## src/rtl/cmp_pkg.sv

```systemverilog
package cmp_pkg;

    localparam int NCMP   = 2;
    localparam int DATA_W = 8;

    // Bits that software can store; result positions (2 and 5) are excluded.
    localparam logic [DATA_W-1:0] CTRL_MASK = 8'b1101_1011;

    typedef enum logic [1:0] {
        ST_OFF    = 2'd0,
        ST_SETTLE = 2'd1,
        ST_LIVE   = 2'd2
    } settle_e;

    function automatic int en_bit(input int idx);
        return 1 + 3 * idx;
    endfunction

    function automatic int res_bit(input int idx);
        return 2 + 3 * idx;
    endfunction

    function automatic int route_bit(input int idx);
        return 3 + 3 * idx;
    endfunction

endpackage

```

## src/rtl/cmp_sync.sv

```systemverilog
module cmp_sync #(
    parameter int W      = 2,
    parameter int STAGES = 2
) (
    input  logic         clk,
    input  logic         rst_n,
    input  logic [W-1:0] d,
    output logic [W-1:0] q
);
    logic [W-1:0] stg [STAGES];

    always_ff @(posedge clk or negedge rst_n) begin
        if (!rst_n) begin
            for (int k = 0; k < STAGES; k++) stg[k] <= '0;
        end else begin
            stg[0] <= d;
            for (int k = 1; k < STAGES; k++) stg[k] <= stg[k-1];
        end
    end

    assign q = stg[STAGES-1];
endmodule

```

## src/rtl/cmp_settle.sv

```systemverilog
module cmp_settle
    import cmp_pkg::*;
(
    input  logic clk,
    input  logic rst_n,
    input  logic en_next,
    input  logic sync_in,
    output logic result
);
    settle_e state_q, state_d;

    always_comb begin
        state_d = state_q;
        unique case (state_q)
            ST_OFF:    state_d = en_next ? ST_SETTLE : ST_OFF;
            ST_SETTLE: state_d = en_next ? ST_LIVE   : ST_OFF;
            ST_LIVE:   state_d = en_next ? ST_LIVE   : ST_OFF;
            default:   state_d = ST_OFF;
        endcase
    end

    always_ff @(posedge clk or negedge rst_n) begin
        if (!rst_n) state_q <= ST_OFF;
        else        state_q <= state_d;
    end

    always_comb begin
        unique case (state_q)
            ST_LIVE: result = sync_in;
            default: result = 1'b0;
        endcase
    end
endmodule

```

## src/rtl/cmp_pin_mux.sv

```systemverilog
module cmp_pin_mux (
    input  logic route,
    input  logic result,
    input  logic port_dir,
    input  logic port_dout,
    output logic pin_oe,
    output logic pin_out
);
    always_comb begin
        if (route) begin
            pin_oe  = 1'b1;
            pin_out = result;
        end else begin
            pin_oe  = port_dir;
            pin_out = port_dout;
        end
    end
endmodule

```

## src/rtl/cmp_ctl_reg.sv

```systemverilog
module cmp_ctl_reg
    import cmp_pkg::*;
#(
    parameter int                ADDR_W      = 8,
    parameter logic [ADDR_W-1:0] REG_ADDR    = 'h5C,
    parameter int                SYNC_STAGES = 2
) (
    input  logic              clk,
    input  logic              rst_n,
    input  logic              bus_sel,
    input  logic              bus_wr,
    input  logic [ADDR_W-1:0] bus_addr,
    input  logic [DATA_W-1:0] bus_wdata,
    output logic [DATA_W-1:0] bus_rdata,
    input  logic [NCMP-1:0]   cmp_raw,
    input  logic [NCMP-1:0]   port_dir,
    input  logic [NCMP-1:0]   port_dout,
    output logic [NCMP-1:0]   pin_oe,
    output logic [NCMP-1:0]   pin_out
);
    logic              hit, wr_hit;
    logic [DATA_W-1:0] ctrl_q, ctrl_d, res_vec;
    logic [NCMP-1:0]   en_q, en_d, route_q, result, raw_sync;

    assign hit    = bus_sel && (bus_addr == REG_ADDR);
    assign wr_hit = hit && bus_wr;
    assign ctrl_d = wr_hit ? (bus_wdata & CTRL_MASK) : ctrl_q;

    always_ff @(posedge clk or negedge rst_n) begin
        if (!rst_n) ctrl_q <= '0;
        else        ctrl_q <= ctrl_d;
    end

    cmp_sync #(.W(NCMP), .STAGES(SYNC_STAGES)) u_sync (
        .clk   (clk),
        .rst_n (rst_n),
        .d     (cmp_raw),
        .q     (raw_sync)
    );

    for (genvar i = 0; i < NCMP; i++) begin : g_cmp
        assign en_q[i]    = ctrl_q[en_bit(i)];
        assign en_d[i]    = ctrl_d[en_bit(i)];
        assign route_q[i] = ctrl_q[route_bit(i)] & ctrl_q[en_bit(i)];

        cmp_settle u_settle (
            .clk     (clk),
            .rst_n   (rst_n),
            .en_next (en_d[i]),
            .sync_in (raw_sync[i]),
            .result  (result[i])
        );

        cmp_pin_mux u_pin (
            .route     (route_q[i]),
            .result    (result[i]),
            .port_dir  (port_dir[i]),
            .port_dout (port_dout[i]),
            .pin_oe    (pin_oe[i]),
            .pin_out   (pin_out[i])
        );
    end

    always_comb begin
        res_vec = '0;
        for (int i = 0; i < NCMP; i++) res_vec[res_bit(i)] = result[i];
    end

    assign bus_rdata = hit ? (ctrl_q | res_vec) : '0;
endmodule

```

## config.mk

```make
export PLATFORM = sky130hd
export DESIGN_NAME = cmp_ctl_reg
export DESIGN_NICKNAME = d
export VERILOG_FILES = /design/src/rtl/cmp_pkg.sv /design/src/rtl/cmp_sync.sv /design/src/rtl/cmp_settle.sv /design/src/rtl/cmp_pin_mux.sv /design/src/rtl/cmp_ctl_reg.sv
export SDC_FILE = /design/constraint.sdc
export NUM_CORES = 1
export LEC_CHECK = 0
export CELL_PAD_IN_SITES_DETAIL_PLACEMENT = 0
export CELL_PAD_IN_SITES_GLOBAL_PLACEMENT = 1
export CORE_MARGIN = 4
export CORE_UTILIZATION = 31
export CTS_CLUSTER_DIAMETER = 100
export DETAILED_ROUTE_END_ITERATION = 7
export PLACE_DENSITY_LB_ADDON = 0.1
export SLEW_MARGIN = 10
export SYNTH_ARGS = -nofsm -noshare
export SYNTH_HDL_FRONTEND = slang
export SYNTH_SLANG_ARGS = --single-unit
export TNS_END_PERCENT = 20
```

## constraint.sdc

```tcl
create_clock -name clk -period 2.76 [get_ports clk]
set_clock_uncertainty 0.05 [all_clocks]
set_input_delay 0.276 -clock clk [delete_from_list [all_inputs] [get_ports clk]]
set_output_delay 0.276 -clock clk [all_outputs]
set_load 0.005 [all_outputs]
```

; Yosys cells after proc, flatten, opt, wreduce, memory -nomap -nowiden
; Index checks and enable logic that the tools add are counted.
[classes]
multipliers = 0
muxes = 14
n_eq_ne = 5
n_shift = 0
n_reduce_logical = 6
bitwise_logic = 3
order_cmp = 0
add_sub_neg = 0
div_mod_pow = 0
[op_table]
columns = op, count
row1 = $eq 8x7->1 const B, 1
row2 = $mux 1, 8
row3 = $mux 8, 1
row4 = $or 8x6->8, 1
row5 = $pmux 2 s2, 2
row6 = $mux 5, 1
row7 = $eq 2x1->1 const B, 2
row8 = $eq 2x2->1 const B, 2
row9 = $logic_not 2->1, 2
row10 = $mux 2, 2
row11 = $reduce_or 2->1, 2
row12 = $and 1x1->1, 2
row13 = $logic_and 1x1->1, 2
[word_totals]
inputBits = 26
rom_bits = 0
mem_bits_rw = 0
reg_bits = 14
mem_count = 0
output_inout_bits = 12
latchBits = 0

; Longest topological paths before layout
[depth]
word_depth = 6
mapped_depth = 5
ltp_nobuf = 4

; Modules after synthesis
; From an unflattened synthesis, not the netlist that was laid out.
[unflattened]
hier_cells = 57
area_unflattened_um2 = 737.0
[modules_own_cells]
columns = mod, n_inst, area_per_inst_um2, cells_each
row1 = cmp_ctl_reg, 1, 346.6, 27
row2 = cmp_settle, 2, 116.4, 10
row3 = cmp_sync, 1, 115.1, 6
row4 = cmp_pin_mux, 2, 21.3, 2

; Worst setup path after synthesis
; No wires, ideal clock.
[synth_path]
path_kind = input to output
start = in bus_addr[5]
end = out bus_rdata[2]
arrival_time_ns = 0.956
slack_ns = 1.478
required_ns = 2.434
cell_stages = 3
cell_sequence = and4b_2 -> and3_2 -> and3_1
[synth_via]
elab_chain_len = 3
[synth_rtl]
columns = item, line_no
row1 = "start, declared", cmp_ctl_reg.sv:12  ; input logic [ADDR_W-1:0] bus_addr,
row2 = $eq 8x7->1, cmp_ctl_reg.sv:25  ; assign hit = bus_sel && (bus_addr == REG_ADDR);
row3 = $logic_and 1x1->1, cmp_ctl_reg.sv:25
row4 = $mux 8, cmp_ctl_reg.sv:69  ; assign bus_rdata = hit ? (ctrl_q | res_vec) : '0;
row5 = "end, declared", cmp_ctl_reg.sv:14  ; output logic [DATA_W-1:0] bus_rdata,
; Every way passes these cells.

; Worst setup path in the final report
[layout_path]
start = in bus_addr[3]
end = out bus_rdata[5]
; Same word-level chain as after synthesis.

==> run_results.csv <==
group,metric,value,unit
drt,routed_wirelength,1560,um
critical_path,worst_setup_path_start_kind,"input port",
sta,final.setup.tns,0,ns
global_routing,overflow,0,
finish,post-route-cell-area,1160,um2
global_routing,gr_util_all_layers,10.6,%
pwr,post-layout-total-power,0.386,mW
placed_design,io_buffers,35,
finish,layout_cells_sized_above_1,11.4,%
clock_network,source_to_sink_clock_delay_at_the_later_pin_of_the_worst_skew_pair,0.27,ns
pwr,worst_ir_drop_vdd,0.161,mV
placed_design,place_area,1130,um2
finish,antenna-diode-count,0,
die,core_area,2300,um2
drt,dr_iter_0_viols,6,
yosys,synth_area,779,um2
drt,num_vias,617,
sta,fmax,436,MHz
clock_network,cts_resized,0,
yosys,synth-simple-area-share,27.4,%
sta,rsz0062_at_grt,"no",
finish,fin_nets,139,
clock_network,clock_buffers_created_by_tritoncts,3,
sta,finalHoldWorstSlack,0.307,ns
drt,detail_route.drc_violations,0,
critical_path,rr_worst_depth,3,
sta,slew_violations,0,
die,initial_cell_density_of_the_core,33.9,%
yosys,synthesis.instances,71,
sta,post-route-min-period,2.29,ns
worst_hold_path,hold_path_class,"register to register",
clock_network,cts_tree,"done",
critical_path,crit_required,2.43,ns
yosys,synth_top_family_by_area,"simple AND/OR/NAND/NOR gates",
finish,finalNonFillerCells,133,
drt,first_pass_iteration_count_of_the_detailed_router,2,
critical_path,critical_path.endpoint_type,"output port",
die,die_area,3380,um2
die,io-pin-count,38,
sta,timing.final.crit_share,83.1,%
clock_network,holdBufCountCts,0,
placed_design,place.detailed.instances,130,
yosys,sequential_fraction_of_the_synthesis_area,44.9,%
drt,wire_per_inst,11.7,um
die,placementRows,17,
pwr,cellLeakagePower,0.530,nW
critical_path,cp_max_fo,8,
finish,area.growth.synth_to_final,48.5,%
yosys,post_synth_fa_ha_maj_area_fraction,9.63,%
sta,tightestPinTransition,0.613,ns
sta,report.final.setup_viol,0,
run,max-cap-violations,0,
yosys,muxShareOfSynthArea,5.78,%
clock_network,cts-root-buf,"sky130_fd_sc_hd__clkbuf_4",
die,floorplan.die.height,58.1,um
placed_design,gp_congestion,0.659,
sta,slew_headroom,59.0,%
yosys,synthesized_flop_and_latch_total,14,
die,die_w,58.1,um
finish,final_core_util,50.4,%
critical_path,timing_worst_setup_path_type,"input port to output port",
drt,avgViaCountPerCell,4.64,
sta,hold_viol_final,0,
global_routing,number_of_antenna_violations_at_the_first_check_in_global_routing,0,
clock_network,cts_max_path_buffers,2,
placed_design,dp_slack,0.447,ns
drt,route.antenna.remaining_nets,0,
yosys,synthesis.yosys.warnings,0,
yosys,synth_compound_gate_area_share,6.42,%
placed_design,hpwlAfterDp,1310,um
yosys,postSynthNetCount,103,
clock_network,cts_sinks,14,
yosys,synth_xor_xnor_area_share,0,%
clock_network,post-cts-setup-buffers,0,
finish,layout_commonest_cell,"sky130_fd_sc_hd__clkdlybuf4s50_1",
sta,final.setup.worst_slack,0.467,ns
pwr,cellPowerDensity,334,nW/um2
clock_network,path_clk_slew,0.08,ns
yosys,synth.avg_cell_area,11.0,um2
global_routing,grt_max_degree,15,
finish,layout_common_cells,"sky130_fd_sc_hd__clkdlybuf4s50_1, sky130_fd_sc_hd__dfrtp_1, sky130_fd_sc_hd__nand2_1",
clock_network,cts.htree.levels,1,
global_routing,grt_pass1_wl,2660,um
critical_path,timing.critical_path.arrival,1.97,ns
worst_hold_path,worst_hold_path_stage_count,0,
global_routing,grt_pass1_vias,597,
yosys,post_synth_num_cell_types,22,
outcome,outcome,"finished, final reports clean",
critical path, cell delays in order:
cell                              delay (ns)
sky130_fd_sc_hd__clkdlybuf4s50_1        0.47
sky130_fd_sc_hd__and4b_2                0.28
sky130_fd_sc_hd__and3_2                 0.28
sky130_fd_sc_hd__and3_1                 0.17
sky130_fd_sc_hd__clkdlybuf4s50_1        0.49
cell usage after synthesis, drive strengths merged:
cell type | n | area share (%)
o21ai | 2 | 1.3
inv | 4 | 1.9
mux2 | 4 | 5.8
and2b | 1 | 0.96
ha | 6 | 9.6
nand4 | 3 | 3.2
nand2b | 5 | 4.0
nand4b | 1 | 1.1
and4b | 1 | 1.4
and4bb | 1 | 1.6
a21boi | 2 | 1.9
and2 | 6 | 4.8
dfrtp | 14 | 45
nor3b | 1 | 2.4
nand2 | 8 | 3.9
nand4bb | 1 | 1.4
and3 | 3 | 2.6
buf | 4 | 3.9
a21oi | 2 | 1.3
o31ai | 2 | 1.9
cell type report:
type                            instances  area [um2]
Clock buffer                            3        22.5
Fill cell                             230        1140
Inverter                                4        15.0
Multi-Input combinational cell         49         384
Sequential cell                        14         350
Tap cell                               28        35.0
Timing Repair Buffer                   35         350
metal layers:
metal	vias to the layer above	GRT usage [%]	share of wire (%)
met2	33	16.3	43
met3	5	2.23	11
li1	308	-	-
met5	-	0	0
met4	0	8.94	3.5
met1	271	12.4	43
path summary, 6_finish.rpt:
check | from | end | slack [ns]
setup / recovery | bus_addr[3] | bus_rdata[5] | 0.47
hold / removal | u_sync.stg[3] | u_sync.q[1] | 0.31
setup reg to reg | g_cmp[0].u_settle.state_q[0] | g_cmp[0].u_settle.state_q[1] | 1.77
hold reg to reg | u_sync.stg[3] | u_sync.q[1] | 0.31
max in group asynchronous | rst_n | ctrl_q[3] | 1.94
min in group asynchronous | rst_n | ctrl_q[4] | 0.33
cells by family (layout without fill, tap and decap cells):
group	Yosys count	count (layout)
flops	14	14
fa+ha+maj	6	6
mux	4	4
buf+inv	8	42
simple gates	31	31
compound gates	8	8
flip-flops by register name, indices dropped and copies added (netlist names):
register	count
u_sync.q	2
u_sync.stg	2
ctrl_q	6
g_cmp.u_settle.state_q	4
power breakdown:
part | internal, mW | total (mW) | switching (mW)
combinational | 0.0414 | 0.0589 | 0.0175
clock | 0.0506 | 0.113 | 0.0626
sequential | 0.211 | 0.214 | 0.00308
total | 0.303 | 0.386 | 0.0832
Note: power is estimated with default switching activity, not from simulation.
